**src/rtl/sema_cell.sv**
```systemverilog
module sema_cell #(
  parameter int CNT_W   = 16,
  parameter int THREADS = 4,
  localparam int TID_W  = (THREADS > 1) ? $clog2(THREADS) : 1
) (
  input  logic               clk,
  input  logic               rst_n,
  input  logic               req_valid,
  input  logic               req_write,
  input  logic [1:0]         req_view,
  input  logic [TID_W-1:0]   req_tid,
  input  logic [CNT_W-1:0]   req_wdata,
  output logic               rsp_valid,
  output logic [TID_W-1:0]   rsp_tid,
  output logic [CNT_W-1:0]   rsp_data,
  output logic               rsp_stall,
  output logic               wake_valid,
  output logic [TID_W-1:0]   wake_tid,
  output logic [CNT_W-1:0]   wake_data,
  output logic [THREADS-1:0] waiters
);
  localparam logic [CNT_W-1:0] TOP = '1;

  logic [CNT_W-1:0] count;
  logic             tag_empty, tag_full;
  logic [TID_W-1:0] low_tid;

  wire              counting = req_view[1];
  wire              any_wait = |waiters;
  wire [CNT_W-1:0]  cnt_inc  = (count == TOP) ? count : count + 1'b1;

  always_comb begin
    low_tid = '0;
    for (int i = THREADS - 1; i >= 0; i--)
      if (waiters[i]) low_tid = TID_W'(i);
  end

  always_ff @(posedge clk) begin
    if (!rst_n) begin
      count      <= '0;
      waiters    <= '0;
      tag_empty  <= 1'b0;
      tag_full   <= 1'b0;
      rsp_valid  <= 1'b0;
      rsp_tid    <= '0;
      rsp_data   <= '0;
      rsp_stall  <= 1'b0;
      wake_valid <= 1'b0;
      wake_tid   <= '0;
      wake_data  <= '0;
    end else begin
      rsp_valid  <= req_valid;
      wake_valid <= 1'b0;
      if (req_valid) begin
        rsp_tid   <= req_tid;
        rsp_stall <= 1'b0;
        rsp_data  <= '0;
        if (!counting) begin
          if (req_view[0]) begin
            if (req_write) {tag_full, tag_empty} <= req_wdata[1:0];
            else rsp_data <= {{(CNT_W-3){1'b0}}, 1'b0, tag_full, tag_empty};
          end else begin
            if (req_write) count <= req_wdata;
            else rsp_data <= count;
          end
        end else if (req_write) begin
          if (any_wait) begin
            waiters[low_tid] <= 1'b0;
            wake_valid       <= 1'b1;
            wake_tid         <= low_tid;
            wake_data        <= cnt_inc;
            count            <= cnt_inc - 1'b1;
          end else begin
            count <= cnt_inc;
          end
        end else if (count != '0) begin
          rsp_data <= count;
          count    <= count - 1'b1;
        end else if (!req_view[0]) begin
          rsp_stall        <= 1'b1;
          waiters[req_tid] <= 1'b1;
        end
      end
    end
  end
endmodule

```
**config.mk**
```make
export PLATFORM = sky130hd
export DESIGN_NAME = sema_cell
export DESIGN_NICKNAME = d
export VERILOG_FILES = /design/src/rtl/sema_cell.sv
export SDC_FILE = /design/constraint.sdc
export NUM_CORES = 1
export LEC_CHECK = 0
export BUFFER_PORTS_ARGS = -buffer_cell sky130_fd_sc_hd__buf_2
export CORE_MARGIN = 2
export CORE_UTILIZATION = 45
export DETAILED_ROUTE_END_ITERATION = 12
export GPL_ROUTABILITY_DRIVEN = 0
export PLACE_DENSITY = 0.65
export SETUP_SLACK_MARGIN = 0.05
export SYNTH_ARGS = -nofsm -noshare
export SYNTH_HDL_FRONTEND = slang
export SYNTH_SLANG_ARGS = --single-unit
```
**constraint.sdc**
```tcl
create_clock -name clk -period 4.2 [get_ports clk]
set_input_delay 0.84 -clock clk [delete_from_list [all_inputs] [get_ports clk]]
set_output_delay 0.84 -clock clk [all_outputs]
set_load 0.02 [all_outputs]
```
==> metrics.txt, run 1 <==
synthesized netlist cell count=491; HP Class=register to register; initial antenna violation count=0; number of design-rule violations left by the first detailed-router iteration=335; Max-Slew Margin vs Limit=0.461; portion of the clock cycle consumed by the worst path in the final layout=0.927; gr usage total=0.261; category of the critical setup timing path=register to register; Critical-path top delay cell=sky130_fd_sc_hd__dfxtp_1; Post CTS Setup Buffer Count=0; synthesized-area fraction occupied by xor and xnor cells=0.0404; TritonCTS buffer count=9; Layout Utilization=0.547; DRC Markers=0; Tot Pwr=1560 uW; vertical extent of the die=97.2 um; setup slack after placement=0.235 ns; Final Slew Violations=0; EDFF count, synth=0; Crit path buffers/inverters=0; max-capacitance violation count=0; insertion delay of the later-clocked pin in the worst-skew pair=0.35 ns; FF-to-FF setup slack=0.31 ns; Max Buffers Root-to-Sink=2; grt total ovfl=0; final setup violating endpoints=0; total negative slack for setup checks=0 ns; Synthesized Nets=518; area share of the leading cell type in the synthesized netlist=0.313; area of the die=9440 um^2; WL per Instance=19.0 um; vias after detailed routing=4,090; Initial Util=0.471; clock net sink count=61; Worst EP arrival=4.13 ns; post-layout min period=3.89 ns; clock tree skew after final layout=0.00786 ns; worst endpoint required time=4.43 ns; Top cell by count, worst path=sky130_fd_sc_hd__mux2i_1; Hold Startpoint=rsp_data[0]; most common cell after layout, fill and taps aside=sky130_fd_sc_hd__buf_2; Worst Setup End Kind=register; post-synthesis register bit count=61; proportion of layout cells with a drive suffix above 1=0.216; IO buf count=66; global-route wire length before repair=20.0 mm; layout net count=568; share of flip-flops with an asynchronous set or reset=0; routed vias/inst=6.28; width of the die=97.2 um; post-synthesis mux area share=0.0496; most frequently used flop master after synthesis=sky130_fd_sc_hd__dfxtp_1; destination of the worst hold path=rsp_data[0]; number of nets with antenna violations after routing=0; worst slew pin tran=0.801 ns; number of levels the H-tree was split into=3; slowest stage delay, CP=0.52 ns; RSZ-0062 raised after global routing=false; part of the Yosys area used for sequential elements=0.313; leakage component of the power=0.00192 uW; ordered cell list for the critical path=ha_2, and4_1, nand4_1, mux2i_1, ha_1, o41ai_1, nor4bb_1, mux2i_1, or2_2, nor3_4, nor4_1, or3_1; largest cells by area after synthesis=sky130_fd_sc_hd__dfxtp_1 31%, sky130_fd_sc_hd__nand2_1 4.9%, sky130_fd_sc_hd__mux2i_1 4.1%; CTS tree=built; post-route cell area=4540 um^2; signed area change from the synthesized netlist to the final layout=16.3%; num ports=67; clock root cell=sky130_fd_sc_hd__clkbuf_8; diode insertion count for antenna repair=0; share of the synthesized area in compound gates (AO/OA/AOI/OAI)=0.249; type of element launching the critical path=register; vias in the first global route=3,852; number of warnings printed during yosys synthesis=0; placed instance area=4310 um^2; highest clock frequency the design can meet=0.257 GHz; Cell Pwr Density=343 nW/um^2; number of cells traversed by the worst hold path=2; standard-cell rows=33; cell area after technology mapping=3910 um^2; biggest area consumer among synthesized cells=sky130_fd_sc_hd__dfxtp_1; worst-path maximum fanout=11; post-layout worst setup margin=0.308 ns; Detailed Route WL=12.4 mm; most frequent cells in the layout=66 x sky130_fd_sc_hd__buf_2, 60 x sky130_fd_sc_hd__dfxtp_1, 51 x sky130_fd_sc_hd__nand2_1; Pre-Repair DR Iteration Count=5; reg-to-reg endpoint=count[10]; Hold Fails Final Rpt=0; Register Area=1220 um^2; fraction of the mapped netlist area in simple logic gates=0.282; Crit Reg-Reg Startpoint=count[0]; clock transition at the registers of the reported paths=0.08 ns; distinct cell type count of the synthesized netlist=67; area used by multi-input combinational logic=2470 um^2; CTS hold repair buffers=0; number of fillers in the final layout=829; half-perimeter wire length of the detailed placement result=9.14 mm; Core Box Area=8300 um^2; largest net degree at the start of global routing=35; category of cells accounting for the largest share of critical-path delay=simple AND/OR/NAND/NOR gates; per-instance average area after synthesis=7.96 um^2; run status=complete, no violations; adder-cell area share of the yosys netlist=0.00961; combinational family with the most area after synthesis=simple AND/OR/NAND/NOR gates; worst ir drop on vdd=0.000175 V; worst r2r path cells=12
routing by layer:
layer | GRT usage | vias to the layer above | part of all wire
met2 | 0.407 | 196 | 0.45
met1 | 0.354 | 1933 | 0.45
met3 | 0.0583 | 35 | 0.076
met5 | 0 | - | 0
met4 | 0.0953 | 0 | 0.027
li1 | - | 1926 | -
sequential cells by signal (all words and copies together) (netlist names):
signal,cells
tag_full,1
rsp_data,16
tag_empty,1
waiters,4
rsp_valid,1
rsp_stall,1
wake_tid,2
wake_valid,1
rsp_tid,2
wake_data,16
count,16
worst min-delay path, stage by stage (launching register included):
cell,delay (ns)
sky130_fd_sc_hd__dfxtp_1,0.33
sky130_fd_sc_hd__nand2_1,0.05
sky130_fd_sc_hd__o21ai_0,0.06
repair_timing:
action                                 in CTS  in global routing
gates resized for setup                     0                  3
setup endpoints to repair                   0                  1
endpoints found under the hold margin       0                  0
cells by family after synthesis:
logic type | count (synthesis)
AOI/OAI and AO/OA | 137
xor gates and xnor gates | 18
adders and majority gates | 3
buffers and inverters | 53
DFF | 61
muxes | 19
and+or+nand+nor | 200
synth_stat cells, drive strengths merged (3+ instances only):
cell	n
or2	3
xnor2	12
o41ai	6
a22o	16
mux2	3
a31o	3
o211a	3
nor2b	13
o31ai	6
clkbuf	28
nand3	17
nand4b	4
inv	7
o221ai	3
xor2	6
ha	3
nor2	29
o211ai	5
a31oi	12
nand3b	4
nor4	8
mux2i	16
dfxtp	61
nor3	17
o21a	5
nand2	51
nand4	11
a21boi	7
buf	17
o21ai	25
and4	6
and2	15
and3	8
or3	6
a41oi	3
a21oi	22
layout make-up:
| type | instances | area share |
|---|---|---|
| Sequential cell | 61 | 0.269 |
| Clock buffer | 9 | 0.0273 |
| Inverter | 8 | 0.00661 |
| Tap cell | 105 | 0.0289 |
| Multi-Input combinational cell | 377 | 0.544 |
| Clock inverter | 7 | 0.0218 |
| Timing Repair Buffer | 84 | 0.102 |
where the power goes:
part           internal (uW)  leakage, uW  switching (uW)  total (uW)
registers                598     0.000495            39.7         637
clock network            337     0.000110             258         595
logic                    125      0.00131             201         326
total                   1060      0.00192             498        1560
stage by stage:
stage / hold WS [ns] / instances
5_1_grt: 0.486 / 651
4_1_cts: 0.469 / 651
6_report: 0.461 / 651
3_5_place_dp: 0.450 / 635
3_3_place_gp: 0.440 / 635
2_1_floorplan: 0.486 / 491
worst max path at each step:
| stage | startpoint | end | cells past startpoint | slack [ns] |
|---|---|---|---|---|
| floorplan | count[1] | count[10] | 12 | 0.95 |
| global placement | count[1] | count[10] | 12 | 0.47 |
| detailed placement | count[1] | count[10] | 12 | 0.23 |
| CTS | count[1] | count[10] | 12 | 0.20 |
| global route | count[0] | count[10] | 12 | 0.09 |
| finish | count[0] | count[10] | 12 | 0.31 |
Power figures use the tool's default switching activity.
==> run 2, diff against run 1 <==
Settings changed: RECOVER_POWER set to 50.
==> metrics.txt, run 2 (synthesis results as in run 1) <==
clock net sink count=61 (unchanged); half-perimeter wire length of the detailed placement result=9.14 mm (unchanged); largest net degree at the start of global routing=35 (unchanged); area used by multi-input combinational logic=2470 um^2 (unchanged); Worst EP arrival=4.12 ns (about the same); part of the power in the clock network=0.382 (about the same); ordered cell list for the critical path=ha_2, and4_1, nand4_1, mux2i_1, ha_1, o41ai_1, nor4bb_1, mux2i_1, or2_2, nor3_4, nor4_1, or3_1; Post CTS Setup Buffer Count=0 (unchanged); routed vias/inst=6.33 (+0.68%); width of the die=97.2 um (unchanged); proportion of layout cells with a drive suffix above 1=0.134 (-0.0824); IO buf count=66 (unchanged); Top cell by count, worst path=sky130_fd_sc_hd__mux2i_1; slowest stage delay, CP=0.52 ns (about the same); number of fillers in the final layout=834 (+0.60%); worst slew pin tran=1.17 ns (+0.370 ns); post-CTS sizing=0 (unchanged); Final Slew Violations=0 (unchanged); Hold Fails Final Rpt=0 (unchanged); Initial Util=0.471 (unchanged); DRC Markers=0 (unchanged); area of the die=9440 um^2 (unchanged); number of levels the H-tree was split into=3 (unchanged); global-route wire length before repair=20.0 mm (unchanged); Worst Setup End Kind=register; worst ir drop on vdd=0.000175 V (+0.31%); run status=complete, no violations; clock transition at the registers of the reported paths=0.08 ns (about the same); Internal Dissipation=1060 uW (-0.16%); final setup violating endpoints=0 (unchanged); total negative slack for setup checks=0 ns (unchanged); CTS hold repair buffers=0 (unchanged); Max-Slew Margin vs Limit=0.219 (-0.242); Pre-Repair DR Iteration Count=8 (+3); most common cell after layout, fill and taps aside=sky130_fd_sc_hd__dfxtp_1; max-capacitance violation count=0 (unchanged); insertion delay of the later-clocked pin in the worst-skew pair=0.35 ns (about the same); vias after detailed routing=4,118 (+0.68%); part of the power in registers=0.410 (about the same); diode insertion count for antenna repair=0 (unchanged); Crit path buffers/inverters=0 (unchanged); Register Area=1220 um^2 (unchanged); post-layout min period=3.89 ns (-0.00391 ns); number of design-rule violations left by the first detailed-router iteration=344 (+2.7%); HP Class=register to register; Top Registers=count: 16 flops, rsp_data: 16 flops, wake_data: 16 flops; Comb pwr share=0.208 (about the same); gr usage total=0.261 (unchanged); worst endpoint required time=4.43 ns (about the same); portion of the clock cycle consumed by the worst path in the final layout=0.926 (-0.000930); Cell Pwr Density=347 nW/um^2 (+1.2%); switching part of the total power=0.320 (about the same); leakage component of the power=0.00172 uW (-10%); Layout Utilization=0.540 (-0.00709); Critical-path top delay cell=sky130_fd_sc_hd__dfxtp_1; category of cells accounting for the largest share of critical-path delay=simple AND/OR/NAND/NOR gates; standard-cell rows=33 (unchanged); layout net count=568 (unchanged); TritonCTS buffer count=9 (unchanged); Sw Pwr=498 uW (-0.13%); vertical extent of the die=97.2 um (unchanged); highest clock frequency the design can meet=0.257 GHz (+0.10%); clock tree skew after final layout=0.00835 ns (+0.000494 ns); initial antenna violation count=0 (unchanged); type of element launching the critical path=register; number of nets with antenna violations after routing=0 (unchanged); Max Buffers Root-to-Sink=2 (unchanged); vias in the first global route=3,852 (unchanged); Detailed Route WL=12.3 mm (-0.36%); WL per Instance=18.9 um (-0.36%); category of the critical setup timing path=register to register; signed area change from the synthesized netlist to the final layout=14.8%; worst-path maximum fanout=11 (unchanged); CTS tree=built; clock root cell=sky130_fd_sc_hd__clkbuf_8; most frequent cells in the layout=60 x sky130_fd_sc_hd__dfxtp_1, 51 x sky130_fd_sc_hd__nand2_1, 45 x sky130_fd_sc_hd__clkbuf_1; RSZ-0062 raised after global routing=false; Core Box Area=8300 um^2 (unchanged); num ports=67 (unchanged); grt total ovfl=0 (unchanged)
run 2: metrics by stage:
stage          hold slack, ns  total power (uW)  area [um^2]  setup slack (ns)  instances
6_report                0.467              1560         4480             0.312        651
3_3_place_gp            0.440               963         4310             0.469        635
3_5_place_dp            0.450               966         4310             0.235        635
2_1_floorplan           0.486               868         3910             0.947        491
5_1_grt                 0.489              1620         4480            0.0872        651
4_1_cts                 0.469              1560         4530             0.205        651
run 2: layout make-up:
cell class / count / area share
clock buffer: 9 / 0.0276
sequential: 61 / 0.273
clock inverter: 7 / 0.0220
inverter: 8 / 0.00670
multi-input combinational: 377 / 0.551
timing repair buffer: 84 / 0.0907
tap: 105 / 0.0293
run 2: layer usage:
layer	global-route usage	up-vias	part of all wire
met4	0.0953	0	0.025
met5	0	-	0
li1	-	1928	-
met3	0.0583	30	0.073
met2	0.407	199	0.45
met1	0.354	1961	0.45
run 2: worst register-to-register path, stage by stage, from the launching register on:
cell	delay, ns
sky130_fd_sc_hd__dfxtp_1	0.52
sky130_fd_sc_hd__ha_2	0.33
sky130_fd_sc_hd__and4_1	0.32
sky130_fd_sc_hd__nand4_1	0.21
sky130_fd_sc_hd__mux2i_1	0.33
sky130_fd_sc_hd__ha_1	0.21
sky130_fd_sc_hd__o41ai_1	0.13
sky130_fd_sc_hd__nor4bb_1	0.41
sky130_fd_sc_hd__mux2i_1	0.19
sky130_fd_sc_hd__or2_2	0.37
sky130_fd_sc_hd__nor3_4	0.32
sky130_fd_sc_hd__nor4_1	0.09
sky130_fd_sc_hd__or3_1	0.36
run 2: final timing paths:
kind,start,endpoint,slack [ns],cells past startpoint
min,rsp_data[0],rsp_data[0],0.47,2
max,count[0],count[10],0.31,12
max reg2reg,count[0],count[10],0.31,12
min reg2reg,rsp_data[0],rsp_data[0],0.47,2
run 2: power groups by stage:
stage	Combinational (uW)	Clock (uW)	Sequential, uW
global placement	316	0	646
detailed placement	318	0	648
floorplan	242	0	626
finish	324	595	637
CTS	320	604	635
global route	355	627	640
